## src/rtl/miiconv_regs.sv

```systemverilog
module miiconv_regs #(
  parameter int NPORT  = 5,
  parameter int AW     = 12,
  parameter int DW     = 32,
  parameter int MODE_W = 5
) (
  input  logic                 clk,
  input  logic                 rst_n,
  input  logic [AW-1:0]        addr_i,
  input  logic [DW-1:0]        wdata_i,
  input  logic                 wr_i,
  input  logic                 rd_i,
  output logic [DW-1:0]        rdata_o,
  input  logic [4*NPORT-1:0]   link_stat_i,
  output logic                 prot_err_o,
  output logic [MODE_W-1:0]    sw_mode_o,
  output logic [2*NPORT-1:0]   port_iface_o,
  output logic [2*NPORT-1:0]   port_speed_o,
  output logic [NPORT-1:0]     port_fdx_o,
  output logic [NPORT-1:0]     port_run_o,
  output logic [NPORT-1:0]     sw_spd_o,
  output logic [NPORT-1:0]     sw_dup_o
);

  localparam logic [AW-1:0] A_CMD   = AW'(12'h000);
  localparam logic [AW-1:0] A_MODE  = AW'(12'h020);
  localparam logic [AW-1:0] A_PORT0 = AW'(12'h100);
  localparam logic [AW-1:0] A_RUN   = AW'(12'h114);
  localparam logic [AW-1:0] A_SSPD  = AW'(12'h304);
  localparam logic [AW-1:0] A_SDUP  = AW'(12'h308);
  localparam logic [2:0]    OPEN    = 3'd4;

  function automatic logic [DW-1:0] key_at(input logic [2:0] idx);
    case (idx)
      3'd0:    key_at = DW'(16'h00A5);
      3'd2:    key_at = DW'(16'hFFFE);
      default: key_at = DW'(16'h0001);
    endcase
  endfunction

  logic [2:0]       kidx;
  logic [NPORT-1:0] port_hit;
  logic [DW-1:0]    port_word [NPORT];

  wire unlocked  = (kidx == OPEN);
  wire [2:0] kbase = unlocked ? 3'd0 : kidx;
  wire key_ok    = (wdata_i == key_at(kbase));
  wire prot_hit  = (addr_i == A_MODE) || (|port_hit) || (addr_i == A_RUN) ||
                   (addr_i == A_SSPD) || (addr_i == A_SDUP);
  wire cmd_wr    = wr_i && (addr_i == A_CMD);
  wire prot_wr   = wr_i && prot_hit;
  wire wr_ok     = prot_wr && unlocked;

  always_ff @(posedge clk or negedge rst_n) begin
    if (!rst_n) begin
      kidx       <= 3'd0;
      prot_err_o <= 1'b0;
    end else begin
      prot_err_o <= (cmd_wr && !key_ok) || (prot_wr && !unlocked);
      if (cmd_wr)
        kidx <= key_ok ? 3'(kbase + 3'd1) : 3'd0;
      else if (prot_wr && !unlocked)
        kidx <= 3'd0;
    end
  end

  always_ff @(posedge clk or negedge rst_n) begin
    if (!rst_n) begin
      sw_mode_o  <= '0;
      port_run_o <= '0;
      sw_spd_o   <= '0;
      sw_dup_o   <= '0;
    end else if (wr_ok) begin
      if (addr_i == A_MODE) sw_mode_o  <= wdata_i[MODE_W-1:0];
      if (addr_i == A_RUN)  port_run_o <= wdata_i[NPORT-1:0];
      if (addr_i == A_SSPD) sw_spd_o   <= wdata_i[NPORT-1:0];
      if (addr_i == A_SDUP) sw_dup_o   <= wdata_i[NPORT-1:0];
    end
  end

  for (genvar p = 0; p < NPORT; p++) begin : g_port
    logic [1:0] spd_q, ifc_q;
    logic       fdx_q;
    logic [3:0] stat_q;

    assign port_hit[p] = (addr_i == AW'(A_PORT0 + AW'(4 * p)));

    always_ff @(posedge clk or negedge rst_n) begin
      if (!rst_n) begin
        spd_q  <= '0;
        ifc_q  <= '0;
        fdx_q  <= 1'b0;
        stat_q <= '0;
      end else begin
        stat_q <= link_stat_i[4*p +: 4];
        if (wr_ok && port_hit[p]) begin
          ifc_q <= wdata_i[3:2];
          spd_q <= (wdata_i[3:2] == 2'd0) ? 2'd0 : wdata_i[1:0];
          fdx_q <= wdata_i[8];
        end
      end
    end

    assign port_word[p] = DW'({stat_q, 3'b000, fdx_q, 4'b0000, ifc_q, spd_q});
    assign port_iface_o[2*p +: 2] = ifc_q;
    assign port_speed_o[2*p +: 2] = spd_q;
    assign port_fdx_o[p]          = fdx_q;
  end

  logic [DW-1:0] rd_val;
  always_comb begin
    rd_val = '0;
    if (addr_i == A_MODE) rd_val = DW'(sw_mode_o);
    if (addr_i == A_RUN)  rd_val = DW'(port_run_o);
    if (addr_i == A_SSPD) rd_val = DW'(sw_spd_o);
    if (addr_i == A_SDUP) rd_val = DW'(sw_dup_o);
    for (int i = 0; i < NPORT; i++)
      if (port_hit[i]) rd_val = port_word[i];
  end

  always_ff @(posedge clk or negedge rst_n) begin
    if (!rst_n)    rdata_o <= '0;
    else if (rd_i) rdata_o <= rd_val;
    else           rdata_o <= '0;
  end

endmodule

```

## config.mk

```make
export PLATFORM = sky130hd
export DESIGN_NAME = miiconv_regs
export DESIGN_NICKNAME = d
export VERILOG_FILES = /design/src/rtl/miiconv_regs.sv
export SDC_FILE = /design/constraint.sdc
export NUM_CORES = 1
export LEC_CHECK = 0
export BUFFER_PORTS_ARGS = -buffer_cell sky130_fd_sc_hd__buf_2
export CAP_MARGIN = 20
export CORE_ASPECT_RATIO = 0.7
export CORE_MARGIN = 8
export CORE_UTILIZATION = 40
export CTS_BUF_LIST = sky130_fd_sc_hd__clkbuf_4 sky130_fd_sc_hd__clkbuf_8 sky130_fd_sc_hd__clkbuf_16
export DETAILED_ROUTE_END_ITERATION = 8
export MAX_ROUTING_LAYER = met4
export PLACE_DENSITY = 0.74
export SKIP_CTS_REPAIR_TIMING = 1
export SLEW_MARGIN = 20
export SYNTH_ARGS = -nofsm -noshare
export SYNTH_HDL_FRONTEND = slang
export SYNTH_SLANG_ARGS = --single-unit
```

## constraint.sdc

```tcl
create_clock -name clk -period 2.1 [get_ports clk]
set_input_delay 0.21 -clock clk [delete_from_list [all_inputs] [get_ports clk]]
set_output_delay 0.21 -clock clk [all_outputs]
set_load 0.005 [all_outputs]
```

==> results of run 1 <==
## cell type report
type | instances | area (sq um) | area share [%]
flip-flops and latches | 79 | 1980 | 37.3
multi-input cells | 251 | 1720 | 32.4
repair buffers | 179 | 1100 | 20.8
clock buffers | 11 | 240 | 4.53
well taps | 128 | 160 | 3.02
clock inverters | 5 | 58.8 | 1.11
inverters | 12 | 45.0 | 0.849
diodes | 1 | 2.50 | 0.0472
## worst min path at each step
stage | depth (start not counted) | slack [ps] | end
2_1_floorplan | 0 | -90 | g_port[0].fdx_q$_DFFE_PN0P_
3_3_place_gp | 1 | 200 | prot_err_o$_DFF_PN0_
5_1_grt | 2 | 160 | port_run_o[0]$_DFFE_PN0P_
3_5_place_dp | 1 | 210 | prot_err_o$_DFF_PN0_
6_report | 2 | 160 | port_run_o[0]$_DFFE_PN0P_
4_1_cts | 1 | -160 | prot_err_o$_DFF_PN0_
## critical path, stage by stage (launching register included)
cell,delay (ps)
dfrtp_1,380
inv_1,80
ha_1,250
nand3_1,210
a41oi_4,300
buf_4,170
nand2_1,170
mux2_2,320
## cell families (layout without fill, tap and decap cells)
family	Yosys count	count (layout)
adder cells (fa/ha/maj)	3	3
flip-flops	79	79
AO/OA/AOI/OAI	75	75
XOR/XNOR	1	1
AND/OR/NAND/NOR	113	113
other	1	23
multiplexers	37	37
buffers and inverters	51	207
## metrics by stage
| stage | setup TNS [ps] | utilization, % | power (mW) | hold WS [ps] |
|---|---|---|---|---|
| after detailed placement | -26.3 | 49.8 | 1.80 | 213 |
| after global placement | 0 | 49.8 | 1.79 | 200 |
| after CTS | 0 | 52.9 | 3.37 | -158 |
| after global routing | -30.6 | 55.4 | 3.50 | 158 |
| after floorplan | 0 | - | 1.67 | -85.6 |
| final | 0 | 55.4 | 3.38 | 156 |
## cells in the final DEF (no fill, tap or decap), types with 5 or more instances in the layout
cell,netlist,layout
nand2_1,35,35
o21ai_0,22,21
inv_1,12,12
a21boi_0,6,5
buf_4,27,35
mux2_2,33,33
nor3_1,9,9
a22oi_1,7,7
nand3_1,12,12
dlygate4sd3_1,0,21
a21oi_1,7,7
nor4_1,10,9
clkbuf_16,0,9
and3_1,6,6
dfrtp_1,79,79
buf_2,1,122
nor2_1,13,13
conb_1,1,22
nand4_1,13,13
## state kept, by name, summed over array words and instances (netlist names), 5 cells and up
register and flops:
sw_mode_o 5, g_port.stat_q 20, sw_dup_o 5, rdata_o 10, g_port.fdx_q 5, sw_spd_o 5, g_port.ifc_q 10, g_port.spd_q 10
port_run_o 5
## per-layer routing
layer,routed length [um],part of all wire [%],up-vias
met2,6040,45,160
li1,-,-,1631
met3,1180,8.8,17
met5,0,0,-
met4,187,1.4,0
met1,5990,45,1824
## power breakdown
group | internal, mW | total [mW] | switching [mW]
sequential | 1.54 | 1.55 | 0.00645
clock | 0.946 | 1.57 | 0.619
combinational | 0.109 | 0.263 | 0.154
total | 2.60 | 3.38 | 0.780
==> flow_summary.ini, run 1 <==
[critical_path]
end_kind = register
cp.required_ps = 2330
cp_max_fo = 7
cp.arrival_ps = 2210
critical_path_class = register to register
rrSetupSlack_ps = 110
timing.rr.end = g_port[1].ifc_q[1]$_DFFE_PN0P_
cp-startpoint = kidx[0]$_DFFE_PN0P_
cp-start-kind = register
r2r_cells = 7
r2r_start = kidx[0]$_DFFE_PN0P_
endpoint = g_port[1].ifc_q[1]$_DFFE_PN0P_

[worst_hold_path]
hp-class = primary input to register
hold_path_startpoint = wdata_i[0]

[cells_and_area]
n_fill_cell = 846
finalInstanceArea_sq_um = 5300
final_nets = 603
drive_gt1_share_pct = 40.0
area_growth_pct = 36.3
stdcell_count = 666

[logic_synthesis]
synth_top_area_share_pct = 50.8
synth.most_common_cell = dfrtp_1
synth-simple-area-share_pct = 16.3
synth_xor_xnor_area_share_pct = 0.225
ys.flop_type = dfrtp_1
synthCells = 360
synth_compound_area_share_pct = 13.5
ys_ff_latch = 79
syn_area_sq_um = 3890
synth_top_area_cell = dfrtp_1
synthDistinctLibCells = 52
synthTopCellsByArea = dfrtp_1, mux2_2, buf_4
synth-edff-count = 0
async_flop_share_pct = 100
synth.avg_cell_area_sq_um = 10.8
synth_top_cells_by_count = dfrtp_1, nand2_1, mux2_2
synthMuxAreaShare_pct = 10.6
synth_top_family_by_area = simple AND/OR/NAND/NOR gates
yosysSeqAreaShare_pct = 50.8
ys_warn_count = 0
yosys.area_share.adder_pct = 0.965

[clock_tree]
cts_sinks = 79
cts_tree = built
cts-root-buf = clkbuf_16
cts_max_path_buffers = 2
clkLatencyLatePin_ps = 350
cts_buffers = 9
cts.htree.levels = 3
cts.clk_slew.worst_paths_ps = 60

[pwr]
vdd_ir_drop_max_uv = 470
p_leak_nw = 2.68
power_density_nw_per_um2 = 637

[placed_design]
routabilityCongestion = 0.928
hpwlAfterDp_um = 10000
placed_cell_area_sq_um = 4770
port_buffers = 123
dp.cells = 626
place_ws_ps = -26.3

[die]
die-width_um = 134
io_pins = 146
core_sq_um = 9570
rows = 30
die_area_sq_um = 13200
start_util_pct = 40.7
die_y_um = 98.5

[detailed_routing]
wl_per_cell_um = 20.1
drtIter0Drc = 283
vias_per_cell = 5.45
drt_pass1_iterations = 4
drtAntennaViolNets = 0
totalWireLength_um = 13400
via_count = 3632
drc = 0

[timing]
max_freq_mhz = 504
period_minus_slack_ps = 1990
tightest_slew_ps = 617
maxSlewViolCount = 0
final-hold-violation-count = 0
setup_violations = 0
relSlewSlack_pct = 58.5
setup_ws_ps = 115
finalCritPeriodShare_pct = 94.5
skew_ps = 4.84

[run]
cap_violations = 0

[global_route]
grt_antenna_before_repair = 1
grt.met1_usage_pct = 26.6
grt_pass1_vias = 3620
met3_usage_pct = 7.47
grt_pass1_wl_um = 20200
grt.overflow.total = 0
grt_max_degree = 44
grtUsageMet2_pct = 28.9
grt-busiest-layer = met2
grtUsageTotal_pct = 20.3

[run_status]
status = finished clean
No activity file was read; power rests on OpenSTA's default activity.
==> run 2: changes to the inputs <==
Settings changed: CELL_PAD_IN_SITES_DETAIL_PLACEMENT set to 0, CELL_PAD_IN_SITES_GLOBAL_PLACEMENT set to 1, CORE_UTILIZATION 40 to 37, PLACE_DENSITY 0.74 to 0.87.
Clock period 2.1 ns to 1.9 ns, I/O delays scaled along.
==> run 2 against run 1 <==
  * Register-to-register slack is essentially flat
  * Total power rose by 7.0%
  * Wire length is 0.59% higher
  * Cell count increased by 2.4%
  * Non-clock buffer count rose by 14
  * Critical path type unchanged
  * Critical endpoint is now kidx[2]$_DFFE_PN0P_
  * Largest power group is now sequential cells
==> flow_summary.ini, run 2 (synthesis gave the netlist of run 1 again) <==
[global_route]
grtUsageMet2_pct = 27.0
grtUsageTotal_pct = 19.1
grt_pass1_vias = 3629
grt.met1_usage_pct = 26.3
grt.overflow.total = 0
grt_max_degree = 48
grt_antenna_before_repair = 0
met3_usage_pct = 5.67
grt_pass1_wl_um = 20500
grt-busiest-layer = met2

[die]
io_pins = 146
start_util_pct = 37.9
core_sq_um = 10300
rows = 31
die-width_um = 139
die_y_um = 102
die_area_sq_um = 14100

[critical_path]
cp_slowest_cell = dfrtp_1
cp.arrival_ps = 2000
critical_path_class = register to register
cpMostUsedCell = buf_4
end_kind = register
cp.required_ps = 2110
critPathMaxStageDelay_ps = 370
cp-start-kind = register
cp_cell_sequence = inv_2, ha_4, buf_4, o21ai_0, o311ai_0, nand4_1, buf_4, o2bb2ai_1, or3_1
r2r_cells = 9
cp_max_fo = 5

[cells_and_area]
largest_reg_flops = 20
area_growth_pct = 39.9
layout_common_cells = buf_2, dfrtp_1, buf_4
fin_util_pct = 53.0
multi_input_area_sq_um = 1760
regMostFlops = g_port.stat_q
n_fill_cell = 915
final_common_cell = buf_2
final_nets = 617
drive_gt1_share_pct = 42.9
diodes = 0
finalInstanceArea_sq_um = 5440
stdcell_count = 682
regArea_sq_um = 1980

[detailed_routing]
wl_per_cell_um = 19.8
drtAntennaViolNets = 0
totalWireLength_um = 13500
drt_pass1_iterations = 5
drtIter0Drc = 254
via_count = 3670
drc = 0
vias_per_cell = 5.38

[clock_tree]
cts.htree.levels = 3
cts-root-buf = clkbuf_16
cts_buffers = 9
cts_tree = built
cts_max_path_buffers = 2
cts.clk_slew.worst_paths_ps = 60
clkLatencyLatePin_ps = 340
cts_sinks = 79

[timing]
setup_violations = 0
final-hold-violation-count = 0
tightest_slew_ps = 692
max_freq_mhz = 557
period_minus_slack_ps = 1790
relSlewSlack_pct = 53.4
finalCritPeriodShare_pct = 94.4
rsz0062_at_grt = false
skew_ps = 7.22
setup_ws_ps = 106
maxSlewViolCount = 0

[run]
cap_violations = 0

[placed_design]
port_buffers = 123
hpwlAfterDp_um = 10400
dp.cells = 646
placed_cell_area_sq_um = 4910
routabilityCongestion = 0.930
place_ws_ps = -230

[pwr]
power_density_nw_per_um2 = 664
power.switching_mw = 0.860
seqPwrFrac_pct = 47.4
p_int_mw = 2.75
power_frac_comb_pct = 8.7
pwr-share-clk_pct = 43.9
vdd_ir_drop_max_uv = 410
p_leak_nw = 2.76
switching_share_pct = 23.8
p_total_mw = 3.61

[run_status]
status = finished clean

[worst_hold_path]
hp-class = primary input to register
min_path_cells = 2
[run 2: stage by stage]
| stage | setup TNS (ps) | hold slack (ps) |
|---|---|---|
| after floorplan | -579 | -106 |
| after global placement | -5790 | 163 |
| after detailed placement | -5640 | 180 |
| after CTS | -740 | -187 |
| after global routing | 0 | 155 |
| final | 0 | 159 |
[run 2: power groups by stage]
stage          sequential (mW)  clock, mW  combinational (mW)
3_5_place_dp              1.74          0               0.271
6_report                  1.71       1.59               0.313
2_1_floorplan             1.74          0               0.110
4_1_cts                   1.71       1.62               0.274
5_1_grt                   1.71       1.71               0.341
3_3_place_gp              1.74          0               0.268
[run 2: critical path, delay by kind of cell, from the launching register on]
family	cells	cell delay (ps)
AO/OA/AOI/OAI	3	310
AND/OR/NAND/NOR	2	470
flip-flops	1	370
buffers and inverters	3	340
adder cells (fa/ha/maj)	1	180
[run 2: layout make-up]
class / instances / share of cell area, %
Timing Repair Buffer: 193 / 22.5
Multi-Input combinational cell: 251 / 32.3
Tap cell: 132 / 3.03
Clock inverter: 5 / 0.621
Sequential cell: 79 / 36.3
Inverter: 12 / 0.828
Clock buffer: 10 / 4.39
[run 2: path summary, 6_finish.rpt]
kind	startpoint	to	slack, ps
worst max-delay path	kidx[0]$_DFFE_PN0P_	kidx[2]$_DFFE_PN0P_	110
worst min-delay path	wdata_i[0]	port_run_o[0]$_DFFE_PN0P_	160
worst max register to register	kidx[0]$_DFFE_PN0P_	kidx[2]$_DFFE_PN0P_	110
worst min register to register	g_port[3].spd_q[1]$_DFFE_PN0P_	g_port[3].spd_q[1]$_DFFE_PN0P_	510
max in group asynchronous	rst_n	g_port[1].spd_q[1]$_DFFE_PN0P_	930
min in group asynchronous	rst_n	prot_err_o$_DFF_PN0_	360
[run 2: per-layer routing]
metal | wire length, um | vias to the layer above
met5 | 0 | -
met4 | 100 | 0
met3 | 1040 | 14
met2 | 5930 | 188
met1 | 6410 | 1808
li1 | - | 1660
==> run 3: changes to the inputs <==
Settings changed: CORE_MARGIN 8 to 3.
==> run 3 against run 2 <==
  * Via count down 0.38%
  * Core utilization up 1.9 points
  * Global-route usage up 2.4 points
  * Maximum frequency down 3.2%
  * Total power up 2.3%
  * Sequential share of layout area down 0.092 points
  * Sequential power about the same
  * Hold slack better by 17 ps
  * Combinational power down 4%
  * Design area up 0.25%
  * Wire length down 6.2%
  * First-iteration DRC count up 5.5%
  * Critical path type unchanged
  * Critical endpoint unchanged
==> flow_summary.ini, run 3 (synthesis gave the netlist of run 1 again) <==
[global_route]
grt-busiest-layer = met2
grtUsageTotal_pct = 21.5
grt.met1_usage_pct = 30.7
met3_usage_pct = 5.53
grt.overflow.total = 0
grt_antenna_before_repair = 0
grtUsageMet2_pct = 30.8
grt_pass1_vias = 3621
grt_pass1_wl_um = 19200
grt_max_degree = 44

[cells_and_area]
largest_reg_flops = 20
final_nets = 622
fin_util_pct = 54.9
layout_common_cells = buf_2, dfrtp_1, buf_4
regArea_sq_um = 1980
regMostFlops = g_port.stat_q
multi_input_area_sq_um = 1740
final_common_cell = buf_2
n_fill_cell = 893
area_growth_pct = 40.2
diodes = 0
finalInstanceArea_sq_um = 5460
drive_gt1_share_pct = 43.1

[critical_path]
cp.arrival_ps = 2070
end_kind = register
cpMostUsedCell = buf_4
critPathMaxStageDelay_ps = 360
cp_max_fo = 4
rrSetupSlack_ps = 50
path_delay_family = simple AND/OR/NAND/NOR gates
cp_cell_sequence = inv_2, ha_4, buf_4, o31ai_2, a21oi_1, nand4_1, buf_4, o2bb2ai_1, or3_1
crit_buf_inv = 3
cp_slowest_cell = dfrtp_1
cp-start-kind = register
cp.required_ps = 2110
critical_path_class = register to register

[pwr]
power_density_nw_per_um2 = 677
switching_share_pct = 23.1
power_frac_comb_pct = 8.2
seqPwrFrac_pct = 46.3
power.switching_mw = 0.853
p_int_mw = 2.84
p_leak_nw = 2.78
pwr-share-clk_pct = 45.5
vdd_ir_drop_max_uv = 410

[detailed_routing]
drt_pass1_iterations = 5
vias_per_cell = 5.35
via_count = 3656
wl_per_cell_um = 18.5
drtIter0Drc = 268
totalWireLength_um = 12700
drtAntennaViolNets = 0
drc = 0

[die]
core_sq_um = 9950
start_util_pct = 39.1
die_area_sq_um = 11800
die_y_um = 91.8
die-width_um = 129
rows = 30
io_pins = 146

[timing]
rsz0062_at_grt = true
period_minus_slack_ps = 1850
setup_ws_ps = 45.5
tightest_slew_ps = 609
setup_violations = 0
relSlewSlack_pct = 59.0
final-hold-violation-count = 0
skew_ps = 5.00
maxSlewViolCount = 0
finalCritPeriodShare_pct = 97.6
finalSetupTns_ps = 0
max_freq_mhz = 539
holdWs_ps = 176

[run_status]
status = finished clean

[placed_design]
hpwlAfterDp_um = 9480
routabilityCongestion = 0.943
port_buffers = 123
place_ws_ps = -141
placed_cell_area_sq_um = 4930

[clock_tree]
cts_max_path_buffers = 2
cts.clk_slew.worst_paths_ps = 60
cts_sinks = 79
clkLatencyLatePin_ps = 340
cts_buffers = 9
cts.htree.levels = 3
cts-root-buf = clkbuf_16
cts_tree = built

[worst_hold_path]
hp-class = primary input to register

[run]
cap_violations = 0
-- run 3: per-layer routing --
layer / routed length, um / vias up
met5: 0 / -
met4: 114 / 0
met3: 1080 / 15
met2: 5560 / 166
met1: 5890 / 1800
li1: - / 1675
-- run 3: final timing paths --
check,start,to,depth (start not counted)
max in group asynchronous,rst_n,rdata_o[13]$_DFF_PN0_,3
max,kidx[0]$_DFFE_PN0P_,kidx[2]$_DFFE_PN0P_,9
min,wdata_i[0],port_run_o[0]$_DFFE_PN0P_,2
min in group asynchronous,rst_n,g_port[0].stat_q[1]$_DFF_PN0_,2
max reg2reg,kidx[0]$_DFFE_PN0P_,kidx[2]$_DFFE_PN0P_,9
min reg2reg,g_port[2].spd_q[0]$_DFFE_PN0P_,g_port[2].spd_q[0]$_DFFE_PN0P_,2
-- run 3: worst register-to-register path: stages, from the launching register on --
cell,delay (ps)
dfrtp_1,360
inv_2,60
ha_4,170
buf_4,140
o31ai_2,230
a21oi_1,100
nand4_1,140
buf_4,140
o2bb2ai_1,50
or3_1,340
-- run 3: per-stage QoR --
stage / instances / power (mW)
2_1_floorplan: 381 / 1.85
3_3_place_gp: 647 / 2.00
3_5_place_dp: 647 / 2.00
4_1_cts: 662 / 3.69
5_1_grt: 683 / 3.84
6_report: 683 / 3.70
-- run 3: area by class of cell --
type                       instances  share of cell area, %
clock inverter                     6                   1.12
timing repair buffer             198                   22.8
multi-input combinational        251                   31.9
inverter                          12                  0.825
clock buffer                       9                   4.13
sequential                        79                   36.2
tap                              128                   2.94
-- run 3: power by group through the flow --
stage / Clock, mW / Sequential (mW) / Combinational (mW)
2_1_floorplan: 0 / 1.74 / 0.110
3_3_place_gp: 0 / 1.74 / 0.253
3_5_place_dp: 0 / 1.74 / 0.260
4_1_cts: 1.72 / 1.71 / 0.262
5_1_grt: 1.79 / 1.71 / 0.330
6_report: 1.68 / 1.71 / 0.301
